File: src/rtl/irqarb_pkg.sv
package irqarb_pkg;
  localparam int NFIX = 3;              // reset, NMI, IRQ
  localparam int NTMR = 3;              // capture, compare, overflow
  localparam int NSRC = NFIX + NTMR;
  localparam int VW   = 16;
  localparam int IDW  = 3;
  localparam logic [VW-1:0] VEC_TOP = 16'hFFFE;
  localparam logic [VW-1:0] VEC_SWI = VEC_TOP - 16'd4;

  typedef enum logic [IDW-1:0] {
    SRC_NONE = 3'd0, SRC_RST = 3'd1, SRC_NMI = 3'd2, SRC_IRQ = 3'd3,
    SRC_ICAP = 3'd4, SRC_OCMP = 3'd5, SRC_TOVF = 3'd6, SRC_SWI = 3'd7
  } src_e;

  typedef struct packed {
    logic            take;
    logic [VW-1:0]   vec;
    logic [IDW-1:0]  src;
    logic [NSRC-1:0] clr;
    logic            rst_act;
    logic            wait_clr;
  } decision_t;

  // Vector slots step down by two; slot of the software interrupt is skipped.
  function automatic logic [VW-1:0] vec_of_level(input int lvl);
    if (lvl < 2) return VEC_TOP - VW'(2 * lvl);
    return VEC_TOP - VW'(2 * (lvl + 1));
  endfunction

  // Level 0,1 unmaskable; level 2 needs mask clear; timer levels need enable too.
  function automatic logic gate_open(input int lvl, input logic mask,
                                     input logic [NTMR-1:0] en);
    logic ok;
    ok = 1'b0;
    if (lvl < NFIX - 1) ok = 1'b1;
    else if (lvl == NFIX - 1) ok = ~mask;
    else begin
      for (int k = 0; k < NTMR; k++)
        if (lvl == NFIX + k) ok = ~mask & en[k];
    end
    return ok;
  endfunction

  function automatic int onehot_idx(input logic [NSRC-1:0] v);
    int idx;
    idx = 0;
    for (int k = 0; k < NSRC; k++)
      if (v[k]) idx = k;
    return idx;
  endfunction
endpackage

File: src/rtl/irqarb_pending.sv
module irqarb_pending
  import irqarb_pkg::*;
#(
  parameter int N = NSRC
) (
  input  logic         clk,
  input  logic         rst_n,
  input  logic [N-1:0] set_i,
  input  logic [N-1:0] clr_i,
  input  logic         clr_all_i,
  output logic [N-1:0] pend_o
);
  logic [N-1:0] keep_mask;
  assign keep_mask = clr_all_i ? '0 : ~clr_i;

  always_ff @(posedge clk) begin
    if (!rst_n) pend_o <= '0;
    else        pend_o <= (pend_o & keep_mask) | set_i;
  end
endmodule

File: src/rtl/irqarb_select.sv
module irqarb_select
  import irqarb_pkg::*;
#(
  parameter int N = NSRC
) (
  input  logic            [N-1:0] pend_i,
  input  logic                    mask_i,
  input  logic [NTMR-1:0]         en_i,
  output logic            [N-1:0] grant_o
);
  logic [N:0]   seen;
  logic [N-1:0] first;
  assign seen[0] = 1'b0;

  for (genvar g = 0; g < N; g++) begin : g_lvl
    assign first[g]    = pend_i[g] & ~seen[g];
    assign seen[g+1]   = seen[g] | pend_i[g];
    assign grant_o[g]  = first[g] & gate_open(g, mask_i, en_i);
  end
endmodule

File: src/rtl/irqarb_outreg.sv
module irqarb_outreg
  import irqarb_pkg::*;
(
  input  logic      clk,
  input  logic      rst_n,
  input  decision_t nxt_i,
  output decision_t cur_o
);
  always_ff @(posedge clk) begin
    if (!rst_n) cur_o <= '0;
    else        cur_o <= nxt_i;
  end
endmodule

File: src/rtl/irq_vector_arbiter.sv
module irq_vector_arbiter
  import irqarb_pkg::*;
(
  input  logic             clk,
  input  logic             rst_n,
  input  logic [NSRC-1:0]  req_set,
  input  logic             mask_i,
  input  logic [NTMR-1:0]  tmr_en,
  input  logic             wait_st,
  input  logic             chk_i,
  input  logic             swi_i,
  output logic             take,
  output logic [VW-1:0]    vector,
  output logic [IDW-1:0]   src_id,
  output logic             reset_act,
  output logic [NSRC-1:0]  pend_clr,
  output logic             wait_clr,
  output logic             cpu_idle
);
  logic [NSRC-1:0] pend_q;
  logic [NSRC-1:0] grant;
  logic [NSRC-1:0] clr_now;
  logic            hw_take;
  logic            rst_take;
  logic            swi_take;
  int              lvl;
  decision_t       nxt;
  decision_t       cur;

  irqarb_pending #(.N(NSRC)) u_pend (
    .clk(clk), .rst_n(rst_n), .set_i(req_set), .clr_i(clr_now),
    .clr_all_i(rst_take), .pend_o(pend_q)
  );

  irqarb_select #(.N(NSRC)) u_sel (
    .pend_i(pend_q), .mask_i(mask_i), .en_i(tmr_en), .grant_o(grant)
  );

  assign rst_take = chk_i & grant[0];
  assign hw_take  = chk_i & (|grant) & (rst_take | ~swi_i);
  assign swi_take = swi_i & ~rst_take;
  assign clr_now  = hw_take ? grant : '0;
  assign lvl      = onehot_idx(grant);

  always_comb begin
    nxt = '0;
    if (hw_take) begin
      nxt.take     = 1'b1;
      nxt.vec      = vec_of_level(lvl);
      nxt.src      = IDW'(lvl + 1);
      nxt.clr      = grant;
      nxt.rst_act  = grant[0];
      nxt.wait_clr = wait_st;
    end else if (swi_take) begin
      nxt.take     = 1'b1;
      nxt.vec      = VEC_SWI;
      nxt.src      = SRC_SWI;
      nxt.wait_clr = wait_st;
    end
  end

  irqarb_outreg u_out (.clk(clk), .rst_n(rst_n), .nxt_i(nxt), .cur_o(cur));

  assign take      = cur.take;
  assign vector    = cur.vec;
  assign src_id    = cur.src;
  assign reset_act = cur.rst_act;
  assign pend_clr  = cur.clr;
  assign wait_clr  = cur.wait_clr;
  assign cpu_idle  = wait_st & ~(|pend_q);
endmodule

File: config.mk
export PLATFORM = sky130hd
export DESIGN_NAME = irq_vector_arbiter
export DESIGN_NICKNAME = d
export VERILOG_FILES = /design/src/rtl/irqarb_pkg.sv /design/src/rtl/irqarb_pending.sv /design/src/rtl/irqarb_select.sv /design/src/rtl/irqarb_outreg.sv /design/src/rtl/irq_vector_arbiter.sv
export SDC_FILE = /design/constraint.sdc
export NUM_CORES = 1
export LEC_CHECK = 0
export ABC_AREA = 1
export BUFFER_PORTS_ARGS = -buffer_cell sky130_fd_sc_hd__buf_2
export CORE_MARGIN = 10
export CORE_UTILIZATION = 55
export DETAILED_ROUTE_END_ITERATION = 10
export PLACE_DENSITY = 0.88
export SKIP_LAST_GASP = 1
export SLEW_MARGIN = 20
export SYNTH_ARGS = -nofsm -noshare
export SYNTH_HDL_FRONTEND = slang
export SYNTH_HIERARCHICAL = 1
export SYNTH_SLANG_ARGS = --single-unit
File: constraint.sdc
create_clock -name clk -period 3.3 [get_ports clk]
set_clock_uncertainty 0.05 [all_clocks]
set_input_delay 0.165 -clock clk [delete_from_list [all_inputs] [get_ports clk]]
set_output_delay 0.165 -clock clk [all_outputs]
set_load 0.02 [all_outputs]
# Word level (Yosys, flattened, before mapping)
# Cells that the tools add are included.
[word_totals]
reg_bits = 34
in_bits = 15
output_inout_bits = 29
word_cells = 63
[classes]
addsub = 3
n_lt_le_gt_ge = 1
n_mux = 15
bitwise_logic = 34
n_reduce_logical = 3
[op_table]
columns = ["cell", "n"]
rows = [
  ["$mux 32", 4],
  ["$mux 20", 2],
  ["$lt 32x3->1 const B", 1],
  ["$mux 16", 2],
  ["$sub 16x16->16 const A", 2],
  ["$and 1x1->1", 17],
  ["$add 15x2->15 const B", 1],
  ["$mux 6", 2],
  ["$reduce_or 6->1", 2],
  ["$not 1->1", 9],
  ["$and 6x6->6", 1],
  ["$not 6->6", 1],
  ["$or 6x6->6", 1],
  ["$mux 1", 5],
  ["$or 1x1->1", 5],
  ["$reduce_and 2->1", 1],
]

# Depth between registers and ports, before layout
[depth]
depth_word = 15
mapped_depth = 15
ltp_nobuf = 15

# By module
# Netlist, hierarchy kept.
[modules_own_cells]
columns = ["mod", "n_inst", "cells_per_inst", "area_per_inst_um2", "seq_area_each_um2"]
rows = [
  ["irqarb_outreg", 1, 87, 804.5, 560.5],
  ["irq_vector_arbiter", 1, 57, 326.6, 0.0],
  ["irqarb_pending", 1, 31, 221.5, 120.1],
  ["irqarb_select", 1, 20, 90.1, 0.0],
]

# Worst setup path before layout
# No wires, ideal clock.
[synth_path]
kind = "reg-to-reg"
from = "register u_pend.pend_o[1]"
to = "register u_out/cur_o[14] (netlist bit)"
setup_ns = 0.109
t_arrival_ns = 1.710
required_ns = 3.141
setup_slack_ns = 1.431
stages_incl_launch_ff = 16
path_buffers = 0
synth_period_minus_slack_ns = 1.869
path_cell_list = "dfxtp_1 > nor2_2 > nand2_1 > nor2_1 > inv_2 > nand2_1 > nand2_1 > a21oi_1 > inv_1 > ha_1 > xnor2_1 > nand2_1 > nand2_1 > nand2_1 > nand2_1 > inv_1"
[synth_lines]
columns = ["element", "line", "rtl"]
rows = [
  ["from (decl)", "irqarb_pending.sv:11", "output logic [N-1:0] pend_o"],
  ["from (signal assigned)", "irqarb_pending.sv:18", "else pend_o <= (pend_o & keep_mask) | set_i;"],
  ["to (signal assigned)", "irqarb_outreg.sv:11", "else cur_o <= nxt_i;"],
  ["to (decl)", "irqarb_outreg.sv:7", "output decision_t cur_o"],
]

==> metrics.csv <==
stage,metric,value,unit
run_status,outcome,"finished, final reports clean",
min_path,hold path endpoint,u_pend/pend_o[3],
synth,Synth Register Bits,34,
synth,most numerous cell in the Yosys netlist,nand2_1,
drt,via-per-instance ratio,4.52,
critical_path,cells on worst reg2reg path,13,
drt,drt first pass iters,4,
critical_path,worst path cell trace,"nor2_2, nand3_2, nor2_1, inv_1, a21oi_1, inv_1, ha_1, xnor2_1, nand2_1, nand2_1, nand2_1, nand2_1, inv_1",
finish,Layout Cells excl Fill,276,
global_route,GRT met2 Usage,21.8,%
drt,final wirelength,2890,µm
critical_path,worst path bufs/invs,3,
clocking,"CTS clk-pin slew, worst paths",0.10,ns
clocking,clk root buf,clkbuf_4,
drt,DRT iter0 DRCs,54,
timing,unrepaired setup endpoints after global routing,false,
critical_path,kind of critical path,flip-flop to flip-flop,
critical_path,R2R Path Start,u_pend/pend_o[0],
synth,largest area contributor in the synthesized netlist,dfxtp_1,
die,core area,0.00250,mm²
placement,DP Area,0.00165,mm²
timing,Tcrit/Tclk final,63.5,%
finish,layout cells sized above 1,26.8,%
critical_path,Startpoint Class,flip-flop,
global_route,M1 GR Usage,11.8,%
synth,top cell type's share of synthesized area,47.2,%
drt,antenna-violating nets left,0,
synth,syn avg cell area,7.40,µm²
drt,DRC viols,0,
die,initial core utilization,57.7,%
timing,Final setup viols,0,
global_route,largest net degree at the start of global routing,30,
finish,diode count,0,
die,Die ar.,0.00507,mm²
critical_path,top cell family by delay on the critical path,simple AND/OR/NAND/NOR gates,
min_path,hold path cells,3,
die,Die Ht,71.2,µm
critical_path,"Req. time, crit path",3.49,ns
global_route,most used routing layer,met2,
timing,Final Max Slew Viols,0,
placement,Final Wtd Congestion,0.889,
clocking,Num CTS Buffers,5,
die,Rows,18,
clocking,CTS H-tree lvls,2,
critical_path,CP peak stage delay,0.37,ns
critical_path,CP endpoint kind,flip-flop,
global_route,GRT overflow,0,
flow_run,MaxCap Viol Count,0,
min_path,Hold Path Class,input pin to flip-flop,
critical_path,slowest stage cell on the critical path,dfxtp_1,
drt,Vias,1247,
global_route,M3 GR Usage,6.47,%
synth,asr flop ratio synth,0,%
synth,"Net Count, Synth",211,
global_route,total global-route track usage,12.3,%
critical_path,worst reg-to-reg setup slack,1.20,ns
pwr,pwr dens,470,mW/mm²
min_path,HP Start,req_set[3],
synth,sequential-to-total area share from yosys stat,47.2,%
timing,post-route minimum period,2.10,ns
critical_path,crit-path max FO,6,
pwr,Final Total Pwr,0.827,mW
synth,"EDFF count, synth",0,
synth,Syn. warnings,6,
clocking,post-CTS sizing,0,
placement,DP Wirelength,2280,µm
synth,Post-Syn Instances,195,
placement,port bufs,43,
drt,WL/cell,10.5,µm
timing,fmax,0.477,GHz
pwr,Max IR drop VDD,0.372,mV
critical_path,RR Endpoint,u_out/cur_o[14],
timing,setup tns final,0,ns
die,I/O pin cnt,44,
synth,ranking of synthesized cells by area,"dfxtp_1 47%, nand2_1 14%, inv_1 13%, nor2_1 4.4%, a21oi_1 3.5%",
synth,Most used DFF post-synth,dfxtp_1,
clocking,Max Buffers Root-to-Sink,2,
synth,Synth Cell Area,0.00144,mm²
pwr,Leakage,1.11,nW
clocking,worst skew pair latency,0.33,ns
clocking,post-CTS setup buffer count,0,
die,die width,71.2,µm
critical_path,cell mode on critical path,nand2_1,
synth,Yosys cell types,22,
finish,fin nets,261,
finish,cell area after layout,0.00176,mm²
timing,Fin. Hold Viols,0,
global_route,global-route wire length before repair,5190,µm
global_route,vias in the first global route,1224,
clocking,clk sinks,34,
global_route,antenna violations before repair,0,
placement,Cells after DPL,264,
finish,Layout area overhead,21.9,%
synth,Post-synth top cells,"55 x nand2_1, 50 x inv_1, 34 x dfxtp_1",
clocking,TritonCTS clock tree,done,
critical_path,Crit path arrival time,2.28,ns
## area by class of cell
class	instances	area (µm²)
inverters	52	200
clock buffers	6	51.3
flip-flops and latches	34	681
clock inverters	2	12.5
repair buffers	47	255
fillers	226	742
well taps	30	37.5
multi-input cells	105	520
## how the worst max path moves through the flow
stage,startpoint,endpoint,slack (ns),depth (start not counted)
6_report,u_pend/pend_o[0],u_out/cur_o[14],1.20,13
5_1_grt,u_pend/pend_o[0],u_out/cur_o[14],1.01,15
4_1_cts,u_pend/pend_o[0],u_out/cur_o[14],1.22,13
3_5_place_dp,u_pend/pend_o[0],u_out/cur_o[14],1.23,13
3_3_place_gp,u_pend/pend_o[0],u_out/cur_o[13],1.35,14
2_1_floorplan,u_pend/pend_o[1],u_out/cur_o[14],1.43,15
## routing by layer
| layer | routed length [µm] | vias to the layer above |
|---|---|---|
| li1 | - | 659 |
| met1 | 1040 | 547 |
| met2 | 1520 | 35 |
| met5 | 0 | - |
| met3 | 283 | 6 |
| met4 | 48 | 0 |
## cells by family (layout without fill, tap and decap cells)
kind of cell | after synthesis | after routing | share of synthesized area (%)
DFF | 34 | 34 | 47.2
adders and majority gates | 1 | 1 | 0.867
xor gates and xnor gates | 1 | 1 | 0.607
AOI/OAI and AO/OA | 11 | 11 | 3.82
and+or+nand+nor | 91 | 91 | 30.5
buffers and inverters | 56 | 107 | 16.7
other | 1 | 1 | 0.260
## repair_timing
item	4_1_cts	5_1_grt
hold endpoints to repair	4	0
hold buffers	4	0
setup endpoints to repair	0	0
## registers in the layout (all words and copies together), names as in the netlist
name and cells:
u_out/cur_o 28, u_pend/pend_o 6
## worst reg2reg max path: cells and delay by family (launching register included)
kind	cells	cell delay (ns)
AO/OA/AOI/OAI	1	0.22
flip-flops	1	0.37
AND/OR/NAND/NOR	7	0.75
buffers and inverters	3	0.26
XOR/XNOR	1	0.18
adder cells (fa/ha/maj)	1	0.19
## layout by cell type, fill, tap and decap left out, drive strengths merged
cell / count
nor2: 25
buf: 43
xnor2: 1
clkinvlp: 1
a21oi: 10
clkbuf: 6
clkinv: 1
o21ai: 1
conb: 1
ha: 1
dlygate4sd3: 4
nand2: 58
dfxtp: 34
inv: 52
nor4: 1
nor3: 1
nand3: 6
## power breakdown
part | switching [mW] | internal [mW]
clock network | 0.131 | 0.102
registers | 0.0101 | 0.436
logic | 0.0959 | 0.0521
total | 0.237 | 0.590
## through the flow
stage	hold WS (ns)	setup WS [ns]	utilization (%)
finish	0.0225	1.20	70.3
detailed placement	0.357	1.23	66.2
floorplan	0.249	1.43	-
global route	0.0160	1.01	70.3
CTS	0.00914	1.22	70.3
global placement	0.353	1.35	66.2
(Power assumes the default switching activity.)
